===== config.mk =====
export PLATFORM = sky130hd
export DESIGN_NAME = host_access_port
export DESIGN_NICKNAME = d
export VERILOG_FILES = /design/src/rtl/hp_port_pkg.sv /design/src/rtl/hp_ctl_reg.sv /design/src/rtl/hp_decode.sv /design/src/rtl/hp_access_fsm.sv /design/src/rtl/host_access_port.sv
export SDC_FILE = /design/constraint.sdc
export NUM_CORES = 1
export LEC_CHECK = 0
export BUFFER_PORTS_ARGS = -buffer_cell sky130_fd_sc_hd__buf_2
export CORE_MARGIN = 2
export CORE_UTILIZATION = 27
export DETAILED_ROUTE_END_ITERATION = 7
export SYNTH_ARGS = -nofsm -noshare
export SYNTH_HDL_FRONTEND = slang
export SYNTH_HIERARCHICAL = 1
export SYNTH_SLANG_ARGS = --single-unit

===== constraint.sdc =====
create_clock -name clk -period 2.19 [get_ports clk]
set_input_delay 0.219 -clock clk [delete_from_list [all_inputs] [get_ports clk]]
set_output_delay 0.219 -clock clk [all_outputs]
set_load 0.01 [all_outputs]

===== src/rtl/hp_port_pkg.sv =====
// Shared constants and types for the host access port.
// Assumes an 8-bit host data bus. The control-field bit positions are fixed
// because host software relies on them.
package hp_port_pkg;
    localparam int HP_DATA_W     = 8;
    localparam int CTL_SPLIT_BIT = 7;
    localparam int CTL_PE_BIT    = 6;
    localparam int CTL_MSEL_LO   = 3;

    typedef enum logic [1:0] {
        SEL_NONE = 2'b00,
        SEL_CML  = 2'b01,
        SEL_CMH  = 2'b10,
        SEL_DM   = 2'b11
    } hp_sel_e;

    typedef enum logic [1:0] {
        ST_IDLE = 2'b00,
        ST_REQ  = 2'b01,
        ST_ACK  = 2'b10
    } hp_state_e;
endpackage


===== src/rtl/hp_ctl_reg.sv =====
// Control register of the host port. It holds the split flag, the processor-
// enable flag, memory select and stream number. Reserved bits are not stored.
// Assumes STREAM_W <= 3 so that the stream field stays below the select field.
module hp_ctl_reg
    import hp_port_pkg::*;
#(
    parameter int STREAM_W = 2
) (
    input  logic                 clk,
    input  logic                 rst_n,
    input  logic                 wr_en,
    input  logic [HP_DATA_W-1:0] wr_data,
    output logic [HP_DATA_W-1:0] rd_data,
    output logic                 split,
    output logic                 proc_en,
    output hp_sel_e              msel,
    output logic [STREAM_W-1:0]  stream
);
    // Mask of the implemented bits, derived from the field layout.
    function automatic logic [HP_DATA_W-1:0] impl_mask();
        logic [HP_DATA_W-1:0] m;
        m = '0;
        m[CTL_SPLIT_BIT] = 1'b1;
        m[CTL_PE_BIT] = 1'b1;
        m[CTL_MSEL_LO] = 1'b1;
        m[CTL_MSEL_LO+1] = 1'b1;
        for (int i = 0; i < STREAM_W; i++) m[i] = 1'b1;
        return m;
    endfunction

    localparam logic [HP_DATA_W-1:0] MASK = impl_mask();

    logic [HP_DATA_W-1:0] ctl_q;

    // Register update: cleared on reset, loaded on a host write.
    always_ff @(posedge clk) begin
        if (!rst_n)     ctl_q <= '0;
        else if (wr_en) ctl_q <= wr_data & MASK;
    end

    // Field extraction for the decoder and the switching core.
    always_comb begin
        rd_data = ctl_q;
        split   = ctl_q[CTL_SPLIT_BIT];
        proc_en = ctl_q[CTL_PE_BIT];
        msel    = hp_sel_e'(ctl_q[CTL_MSEL_LO+1:CTL_MSEL_LO]);
        stream  = ctl_q[STREAM_W-1:0];
    end

    // only implemented bits ever become set after a write.
    a_r2_reserved_clear: assert property (@(posedge clk) disable iff (!rst_n)
        wr_en |=> ((rd_data & ~MASK) == '0));
endmodule


===== src/rtl/hp_decode.sv =====
// Address decoder for the host port. It classifies an access as a control-
// register hit, a memory hit (with its target) or a null access.
// Purely combinational; the address is assumed to be stable during the strobe.
module hp_decode
    import hp_port_pkg::*;
#(
    parameter int CH_W = 5
) (
    input  logic      [CH_W:0] addr,
    input  logic               rw,
    input  logic               split,
    input  hp_sel_e            msel,
    output logic               hit_ctl,
    output logic               hit_mem,
    output hp_sel_e            tgt
);
    logic    in_chan_space;
    hp_sel_e eff_sel;

    // Classify the access and choose the target memory.
    always_comb begin
        in_chan_space = addr[CH_W];
        hit_ctl = !in_chan_space && (addr[1:0] == 2'b00);
        if (split) eff_sel = rw ? SEL_DM : SEL_CML;
        else       eff_sel = msel;
        tgt = eff_sel;
        hit_mem = in_chan_space && (eff_sel != SEL_NONE)
                  && !(eff_sel == SEL_DM && !rw);
    end
endmodule


===== src/rtl/hp_access_fsm.sv =====
// Handshake engine for the host port. It starts an access when chip select
// and the strobe are both active, and latches the memory command. It holds
// the request until the scheduler grants it, then acknowledges until the host
// releases the strobe. Assumes host inputs are synchronous to clk.
module hp_access_fsm
    import hp_port_pkg::*;
#(
    parameter int CH_W     = 5,
    parameter int STREAM_W = 2,
    localparam int MA_W    = STREAM_W + CH_W
) (
    input  logic                 clk,
    input  logic                 rst_n,
    input  logic                 cs_n,
    input  logic                 ds,
    input  logic                 rw,
    input  logic [CH_W-1:0]      chan,
    input  logic [STREAM_W-1:0]  stream,
    input  logic [HP_DATA_W-1:0] wdata,
    input  logic                 hit_ctl,
    input  logic                 hit_mem,
    input  hp_sel_e              tgt,
    input  logic [HP_DATA_W-1:0] ctl_rd,
    input  logic                 mem_gnt,
    input  logic [HP_DATA_W-1:0] mem_rdata,
    output logic                 ctl_wr_en,
    output logic                 ack_n,
    output logic [HP_DATA_W-1:0] rdata,
    output logic                 rdata_oe,
    output logic                 mem_req,
    output logic                 mem_we,
    output hp_sel_e              mem_sel,
    output logic [MA_W-1:0]      mem_addr,
    output logic [HP_DATA_W-1:0] mem_wdata
);
    hp_state_e            state_q;
    logic                 rw_q;
    logic [HP_DATA_W-1:0] rd_q;
    logic                 active;

    // Strobe qualification and control-register write pulse.
    always_comb begin
        active    = !cs_n && ds;
        ctl_wr_en = (state_q == ST_IDLE) && active && hit_ctl && !rw;
    end

    // Access sequencing: idle, waiting for grant, acknowledging.
    always_ff @(posedge clk) begin
        if (!rst_n) begin
            state_q   <= ST_IDLE;
            rw_q      <= 1'b0;
            rd_q      <= '0;
            mem_we    <= 1'b0;
            mem_sel   <= SEL_NONE;
            mem_addr  <= '0;
            mem_wdata <= '0;
        end else begin
            case (state_q)
                ST_IDLE: if (active) begin
                    rw_q <= rw;
                    if (hit_mem) begin
                        state_q   <= ST_REQ;
                        mem_we    <= !rw;
                        mem_sel   <= tgt;
                        mem_addr  <= {stream, chan};
                        mem_wdata <= wdata;
                    end else begin
                        state_q <= ST_ACK;
                        rd_q    <= hit_ctl ? ctl_rd : '0;
                    end
                end
                ST_REQ: if (mem_gnt) begin
                    state_q <= ST_ACK;
                    rd_q    <= rw_q ? mem_rdata : '0;
                end
                ST_ACK: if (!active) state_q <= ST_IDLE;
                default: state_q <= ST_IDLE;
            endcase
        end
    end

    // Host-facing and scheduler-facing outputs from the state.
    always_comb begin
        mem_req  = (state_q == ST_REQ);
        ack_n    = (state_q != ST_ACK);
        rdata_oe = (state_q == ST_ACK) && rw_q;
        rdata    = rdata_oe ? rd_q : '0;
    end

    // the request and its fields stay put until granted.
    a_r6_req_held: assert property (@(posedge clk) disable iff (!rst_n)
        mem_req && !mem_gnt |=> mem_req && $stable(mem_addr) && $stable(mem_sel));
    // a grant turns into an acknowledge on the next cycle.
    a_r6_ack_after_gnt: assert property (@(posedge clk) disable iff (!rst_n)
        mem_req && mem_gnt |=> !ack_n && !mem_req);
    // acknowledge held while the host keeps the strobe.
    a_r8_ack_hold: assert property (@(posedge clk) disable iff (!rst_n)
        !ack_n && !cs_n && ds |=> !ack_n);
    // acknowledge released after the strobe goes away.
    a_r8_ack_release: assert property (@(posedge clk) disable iff (!rst_n)
        !ack_n && (cs_n || !ds) |=> ack_n);
    // an idle port without a qualified strobe stays silent.
    a_r3_no_spurious: assert property (@(posedge clk) disable iff (!rst_n)
        ack_n && !mem_req && (cs_n || !ds) |=> ack_n && !mem_req);
    // the data memory is never written.
    a_r10_no_dm_write: assert property (@(posedge clk) disable iff (!rst_n)
        mem_req |-> !(mem_we && mem_sel == SEL_DM));
endmodule


===== src/rtl/host_access_port.sv =====
// Top of the parallel host access port. It joins the control register, the
// address decoder and the handshake engine. The memories sit outside, behind
// a request/grant pair driven by the switching core's schedule.
module host_access_port
    import hp_port_pkg::*;
#(
    parameter int CH_W     = 5,
    parameter int STREAM_W = 2,
    localparam int HA_W    = CH_W + 1,
    localparam int MA_W    = STREAM_W + CH_W
) (
    input  logic                 clk,
    input  logic                 rst_n,
    input  logic                 hp_cs_n,
    input  logic                 hp_ds,
    input  logic                 hp_rw,
    input  logic [HA_W-1:0]      hp_addr,
    input  logic [HP_DATA_W-1:0] hp_wdata,
    output logic [HP_DATA_W-1:0] hp_rdata,
    output logic                 hp_rdata_oe,
    output logic                 hp_ack_n,
    output logic                 proc_en,
    output logic                 mem_req,
    output logic                 mem_we,
    output logic [1:0]           mem_sel,
    output logic [MA_W-1:0]      mem_addr,
    output logic [HP_DATA_W-1:0] mem_wdata,
    input  logic                 mem_gnt,
    input  logic [HP_DATA_W-1:0] mem_rdata
);
    logic                 ctl_wr_en;
    logic [HP_DATA_W-1:0] ctl_rd;
    logic                 split;
    hp_sel_e              msel;
    logic [STREAM_W-1:0]  stream;
    logic                 hit_ctl;
    logic                 hit_mem;
    hp_sel_e              tgt;
    hp_sel_e              sel_int;

    hp_ctl_reg #(.STREAM_W(STREAM_W)) u_ctl (
        .clk     (clk),
        .rst_n   (rst_n),
        .wr_en   (ctl_wr_en),
        .wr_data (hp_wdata),
        .rd_data (ctl_rd),
        .split   (split),
        .proc_en (proc_en),
        .msel    (msel),
        .stream  (stream)
    );

    hp_decode #(.CH_W(CH_W)) u_dec (
        .addr    (hp_addr),
        .rw      (hp_rw),
        .split   (split),
        .msel    (msel),
        .hit_ctl (hit_ctl),
        .hit_mem (hit_mem),
        .tgt     (tgt)
    );

    hp_access_fsm #(.CH_W(CH_W), .STREAM_W(STREAM_W)) u_fsm (
        .clk       (clk),
        .rst_n     (rst_n),
        .cs_n      (hp_cs_n),
        .ds        (hp_ds),
        .rw        (hp_rw),
        .chan      (hp_addr[CH_W-1:0]),
        .stream    (stream),
        .wdata     (hp_wdata),
        .hit_ctl   (hit_ctl),
        .hit_mem   (hit_mem),
        .tgt       (tgt),
        .ctl_rd    (ctl_rd),
        .mem_gnt   (mem_gnt),
        .mem_rdata (mem_rdata),
        .ctl_wr_en (ctl_wr_en),
        .ack_n     (hp_ack_n),
        .rdata     (hp_rdata),
        .rdata_oe  (hp_rdata_oe),
        .mem_req   (mem_req),
        .mem_we    (mem_we),
        .mem_sel   (sel_int),
        .mem_addr  (mem_addr),
        .mem_wdata (mem_wdata)
    );

    // Export the target code as a plain vector.
    assign mem_sel = sel_int;
endmodule


Yosys cells after proc, flatten, opt, wreduce, memory -nomap -nowiden
Index checks and enable logic that the tools add are counted.
W data, S select, Z words.
- output and inout bits: 30
- register bits: 35
- mux-type cells: 14
- equality and inequality tests: 8
- reductions and logical operators: 21
- operators by type and width (kind ; count):
    $mux W8 ; 6
    $pmux W8 S2 ; 1
    $mux W2 ; 6
    $logic_and A1 B1 Y1 ; 9
    $ne A2 B2 Y1 const B ; 3
    $pmux W2 S3 ; 1
    $reduce_and A3 Y1 ; 2
    $eq A2 B2 Y1 const B ; 2
    $logic_not A1 Y1 ; 4
    $logic_not A2 Y1 ; 2
    $ne A2 B1 Y1 const B ; 2
    $reduce_and A4 Y1 ; 1
    $reduce_bool A2 Y1 ; 2
    $eq A2 B1 Y1 const B ; 1
    $reduce_and A2 Y1 ; 1

Logic depth before layout (Yosys ltp)
- depth after elaboration: 9
- gate-level depth with buffers: 7
- gate-level depth less buffers: 6

By module
The synthesis kept the hierarchy.
- by module, submodules not included (module ; cells each ; sequential area each (um2) ; times used ; area each (um2)):
    hp_access_fsm ; 153 ; 580.6 ; 1 ; 1283.7
    hp_ctl_reg ; 28 ; 120.1 ; 1 ; 292.8
    hp_decode ; 5 ; 0.0 ; 1 ; 51.3

Worst setup path after synthesis
OpenSTA, ideal clock, no wires.
- path kind: reg-to-reg
- from: register u_ctl.ctl_q[7] (netlist: u_ctl/rd_data[7])
- to: register u_fsm.rd_q[7]
- period minus slack after synthesis: 1.959 ns
- arrival: 1.843 ns
- slack: 0.231 ns
- stages on the path, launching flop included: 8
- data required time: 2.074 ns
- cell sequence: dfxtp_1 > or2_4 > o211a_1 > or4b_4 > a21oi_4 > buf_6 > o211ai_2 > o211a_1
- longest elaborated chain between the ends: 7
- elaborated cells on any way between the ends: 13
- those cells by class: eq/ne (2); mux (5); reduce/logical (6)
- ends and longest elaborated chain (item ; RTL line ; source):
    start, declared ; hp_ctl_reg.sv:33 ; logic [HP_DATA_W-1:0] ctl_q;
    start signal, assigned ; hp_ctl_reg.sv:38 ; else if (wr_en) ctl_q <= wr_data & MASK;
    $mux W2 * ; hp_decode.sv:24 ; if (split) eff_sel = rw ? SEL_DM : SEL_CML;
    named net tgt[0] ; host_access_port.sv:38 ; hp_sel_e tgt;
    $eq A2 B2 Y1 ; hp_decode.sv:28 ; && !(eff_sel == SEL_DM && !rw);
    $logic_and A1 B1 Y1 ; hp_decode.sv:28 ;
    $logic_not A1 Y1 ; hp_decode.sv:28 ;
    $logic_and A1 B1 Y1 * ; hp_decode.sv:28 ;
    named net hit_mem ; host_access_port.sv:37 ; logic hit_mem;
    $ne A2 B2 Y1 (no source line) * ; -- ;
    $reduce_and A4 Y1 (no source line) * ; -- ;
    end signal, assigned ; hp_access_fsm.sv:69 ; rd_q <= hit_ctl ? ctl_rd : '0;
    end signal, assigned ; hp_access_fsm.sv:74 ; rd_q <= rw_q ? mem_rdata : '0;
    end, declared ; hp_access_fsm.sv:38 ; logic [HP_DATA_W-1:0] rd_q;
Mark *: on every way through the listed nets, which the timed path passes. The rest lies on a longest branch. The select of a mux whose other input is x is not followed.
A chain may end at the register's enable or synchronous reset.

Final worst setup path
- from: register u_ctl.ctl_q[7] (netlist: u_ctl/rd_data[7])
- to: register u_fsm.rd_q[4]
Same word-level chain as after synthesis.

==> flow_summary.json <==
{
  "outcome": "finished, final reports clean",
  "routedWlPerCell_um": 12.19,
  "timing.final.crit_period_ps": 2030,
  "timing_worst_slew_pin_value_ps": 664.7,
  "fin_setup_tns_ps": 0,
  "timing_hold_violations_final": 0,
  "postRouteWirelength_mm": 3.804,
  "timing.hold.worst.start": "hp_addr[2]",
  "cts_made_buffers": 5,
  "h-tree-depth": 2,
  "globalRouteTotalUtil_pct": 11.83,
  "vias_per_cell": 4.516,
  "antennaDiodeCount": 0,
  "detailedPlacementHpwl_mm": 2.789,
  "grt_start_max_net_pins": 38,
  "cts.repair_timing.setup_buffer_count": 0,
  "leakage_nw": 0.9505,
  "fraction_of_synthesized_cell_area_taken_by_the_top_area_cell_type_pct": 43.04,
  "fmax_ghz": 0.4926,
  "first_global_vias": 1236,
  "cts.root.buffer_cell": "clkbuf_8",
  "setup_viol": 0,
  "nets_finish": 264,
  "floorplan.die_area_um2": 6666,
  "grt_setup_unrepaired": "false",
  "tritoncts_clock_tree": "yes",
  "worst-r2r-setup-slack_ps": 160,
  "slew_viol_final": 0,
  "post_cts_hold_buffer_count": 0,
  "clock_path_buffers": 2,
  "placement_rows": 28,
  "synthDistinctLibCells": 29,
  "power.density_cell_area_nw_per_um2": 624.2,
  "maximum_fanout_encountered_on_the_critical_timing_path": 15,
  "max_slew_margin_pct": 55.68,
  "synth-seq-cells": 35,
  "grt_remaining_overflow": 0,
  "worstPathRequired_ps": 2370,
  "synth_most_common_cell": "dfxtp_1",
  "yosysTopAreaCell": "dfxtp_1",
  "drt_iter0_markers": 41,
  "fin_skew_ps": 5.360,
  "globalplace.congestion": 0.7349,
  "drv_cap": 0,
  "die_width_um": 81.65,
  "swShare_pct": 22.46,
  "areaGrowthSynthToFinish_pct": 25.75,
  "synth_common_cells": "dfxtp_1, nand2_1, nand3_1, o21ai_0",
  "drive_above_1_share_pct": 32.91,
  "remaining_drc_errors": 0,
  "syn_area_per_cell_um2": 8.752,
  "port-buffer-count": 57,
  "total_switching_power_uw": 286.9,
  "routed-via-count": 1409,
  "detail-route-antenna-nets": 0,
  "total_power_mw": 1.278,
  "cp_capture_type": "register",
  "nFillCells": 637,
  "dominant_cells_by_area_after_synthesis": "dfxtp_1, nand3_1, nand2_1",
  "post_synth_instance_area_um2": 1628,
  "yosysSeqAreaShare_pct": 43.04,
  "initial_utilization_pct": 27.66,
  "global_route_wire_length_before_repair_mm": 5.989,
  "core_area_um2": 5886,
  "timing.setup.critical_path_class": "register to register",
  "critical_path.startpoint_type": "register",
  "final_core_util_pct": 34.78,
  "power.clock.fraction_pct": 40.1,
  "resize_count_post_cts": 0,
  "die_y_um": 81.65,
  "boundaryPins": 58,
  "holdCritPathClass": "input pin to register",
  "min_to": "u_fsm/mem_addr[2]",
  "r2r.worst_path.cells": 7,
  "cts_sinks": 35,
  "non_filler_cell_area_final_um2": 2047,
  "clkTransAtPathRegs_ps": 70,
  "peakVddDrop_mv": 0.2935,
  "combinational_share_of_power_pct": 8.2,
  "cp_data_arrival_time_ps": 2210,
  "syn_inst": 186,
  "final_min_period_over_clock_period_pct": 92.70,
  "synthesis.yosys.warnings": 6,
  "area_of_placed_instances_um2": 1927,
  "grt_antenna_before_repair": 0,
  "p_seq_share_pct": 51.6,
  "clock_latency_ps": 280,
  "synth_enable_flop_cells": 0,
  "ys.flop_type": "dfxtp_1",
  "drtPass1Iterations": 4,
  "crit-reg2reg-capture": "u_fsm/rd_q[4]",
  "ys_async_sr_fraction_pct": 0,
  "critical_path.startpoint": "u_ctl/rd_data[7]",
  "hold_path_depth": 3,
  "regToRegStartpoint": "u_ctl/rd_data[7]",
  "p_int_uw": 990.8
}
-- layer usage --
layer / track usage (%) / wire length (um) / up-vias
met2: 17.79 / 1595 / 44
met1: 15.99 / 1903 / 626
li1: - / - / 733
met5: 0 / 0 / -
met3: 4.066 / 265 / 6
met4: 3.500 / 39 / 0
-- registers in the layout (all words and copies together), names as in the netlist --
register,flops
u_fsm/mem_addr,7
u_ctl/rd_data,6
u_fsm/mem_sel,2
u_fsm/rd_q,8
u_fsm/rw_q,1
u_fsm/mem_wdata,8
u_fsm/mem_we,1
u_fsm/state_q,2
-- worst max path at each step --
stage | endpoint | cells after the start
floorplan | u_fsm/rd_q[7] | 7
global route | u_fsm/rd_q[3] | 7
detailed placement | u_fsm/rd_q[4] | 6
global placement | u_fsm/rd_q[6] | 6
finish | u_fsm/rd_q[4] | 7
CTS | u_fsm/rd_q[4] | 6
-- worst max-delay path, cell delays in order (launching register included) --
cell and delay, ps:
dfxtp_1 350, or2_4 260, o211a_1 220, or4b_4 530, a21oi_4 180, buf_12 150, o211ai_1 80, o211a_1 160
-- placed cells by master (no fill, tap or decap), types with 2 or more instances in the layout --
master	n
nor2b_1	7
nand3_1	26
o211ai_1	7
o211a_1	9
dfxtp_1	35
buf_4	6
conb_1	2
o21ai_0	19
nand2b_1	3
nand2_1	27
inv_1	2
and2_1	9
buf_2	57
mux2i_1	7
clkbuf_8	7
-- logic make-up (layout without fill, tap and decap cells) --
logic type	count (synthesis)	count (layout)	synth area share (%)
AOI/OAI and AO/OA	38	38	16.83
other	1	2	0.2304
DFF	35	35	43.04
muxes	8	8	4.996
and+or+nand+nor	80	80	26.52
buffers and inverters	24	74	8.378
-- power by group through the flow --
stage          logic (mW)  registers, mW  clock network, mW
2_1_floorplan      0.0622          0.669                  0
3_3_place_gp       0.0990          0.674                  0
3_5_place_dp        0.101          0.674                  0
4_1_cts             0.101          0.659              0.531
5_1_grt             0.117          0.661              0.560
6_report            0.105          0.660              0.513
-- per-stage QoR --
stage / hold WS [ps] / std cells / setup WS [ps]
after floorplan: 347.2 / 187 / 231.0
after global placement: 450.8 / 303 / 118.0
after detailed placement: 457.3 / 303 / 59.76
after CTS: 167.6 / 311 / 48.57
after global routing: 166.5 / 312 / 63.91
final: 173.9 / 312 / 159.8
-- final cells by class --
class,instances,area [um2],area share (%)
tap,75,93.84,4.584
timing repair buffer,64,350.3,17.11
clock buffer,8,100.1,4.890
sequential,35,700.7,34.23
inverter,2,7.507,0.3667
multi-input combinational,128,794.5,38.81
(Power assumes the default switching activity.)
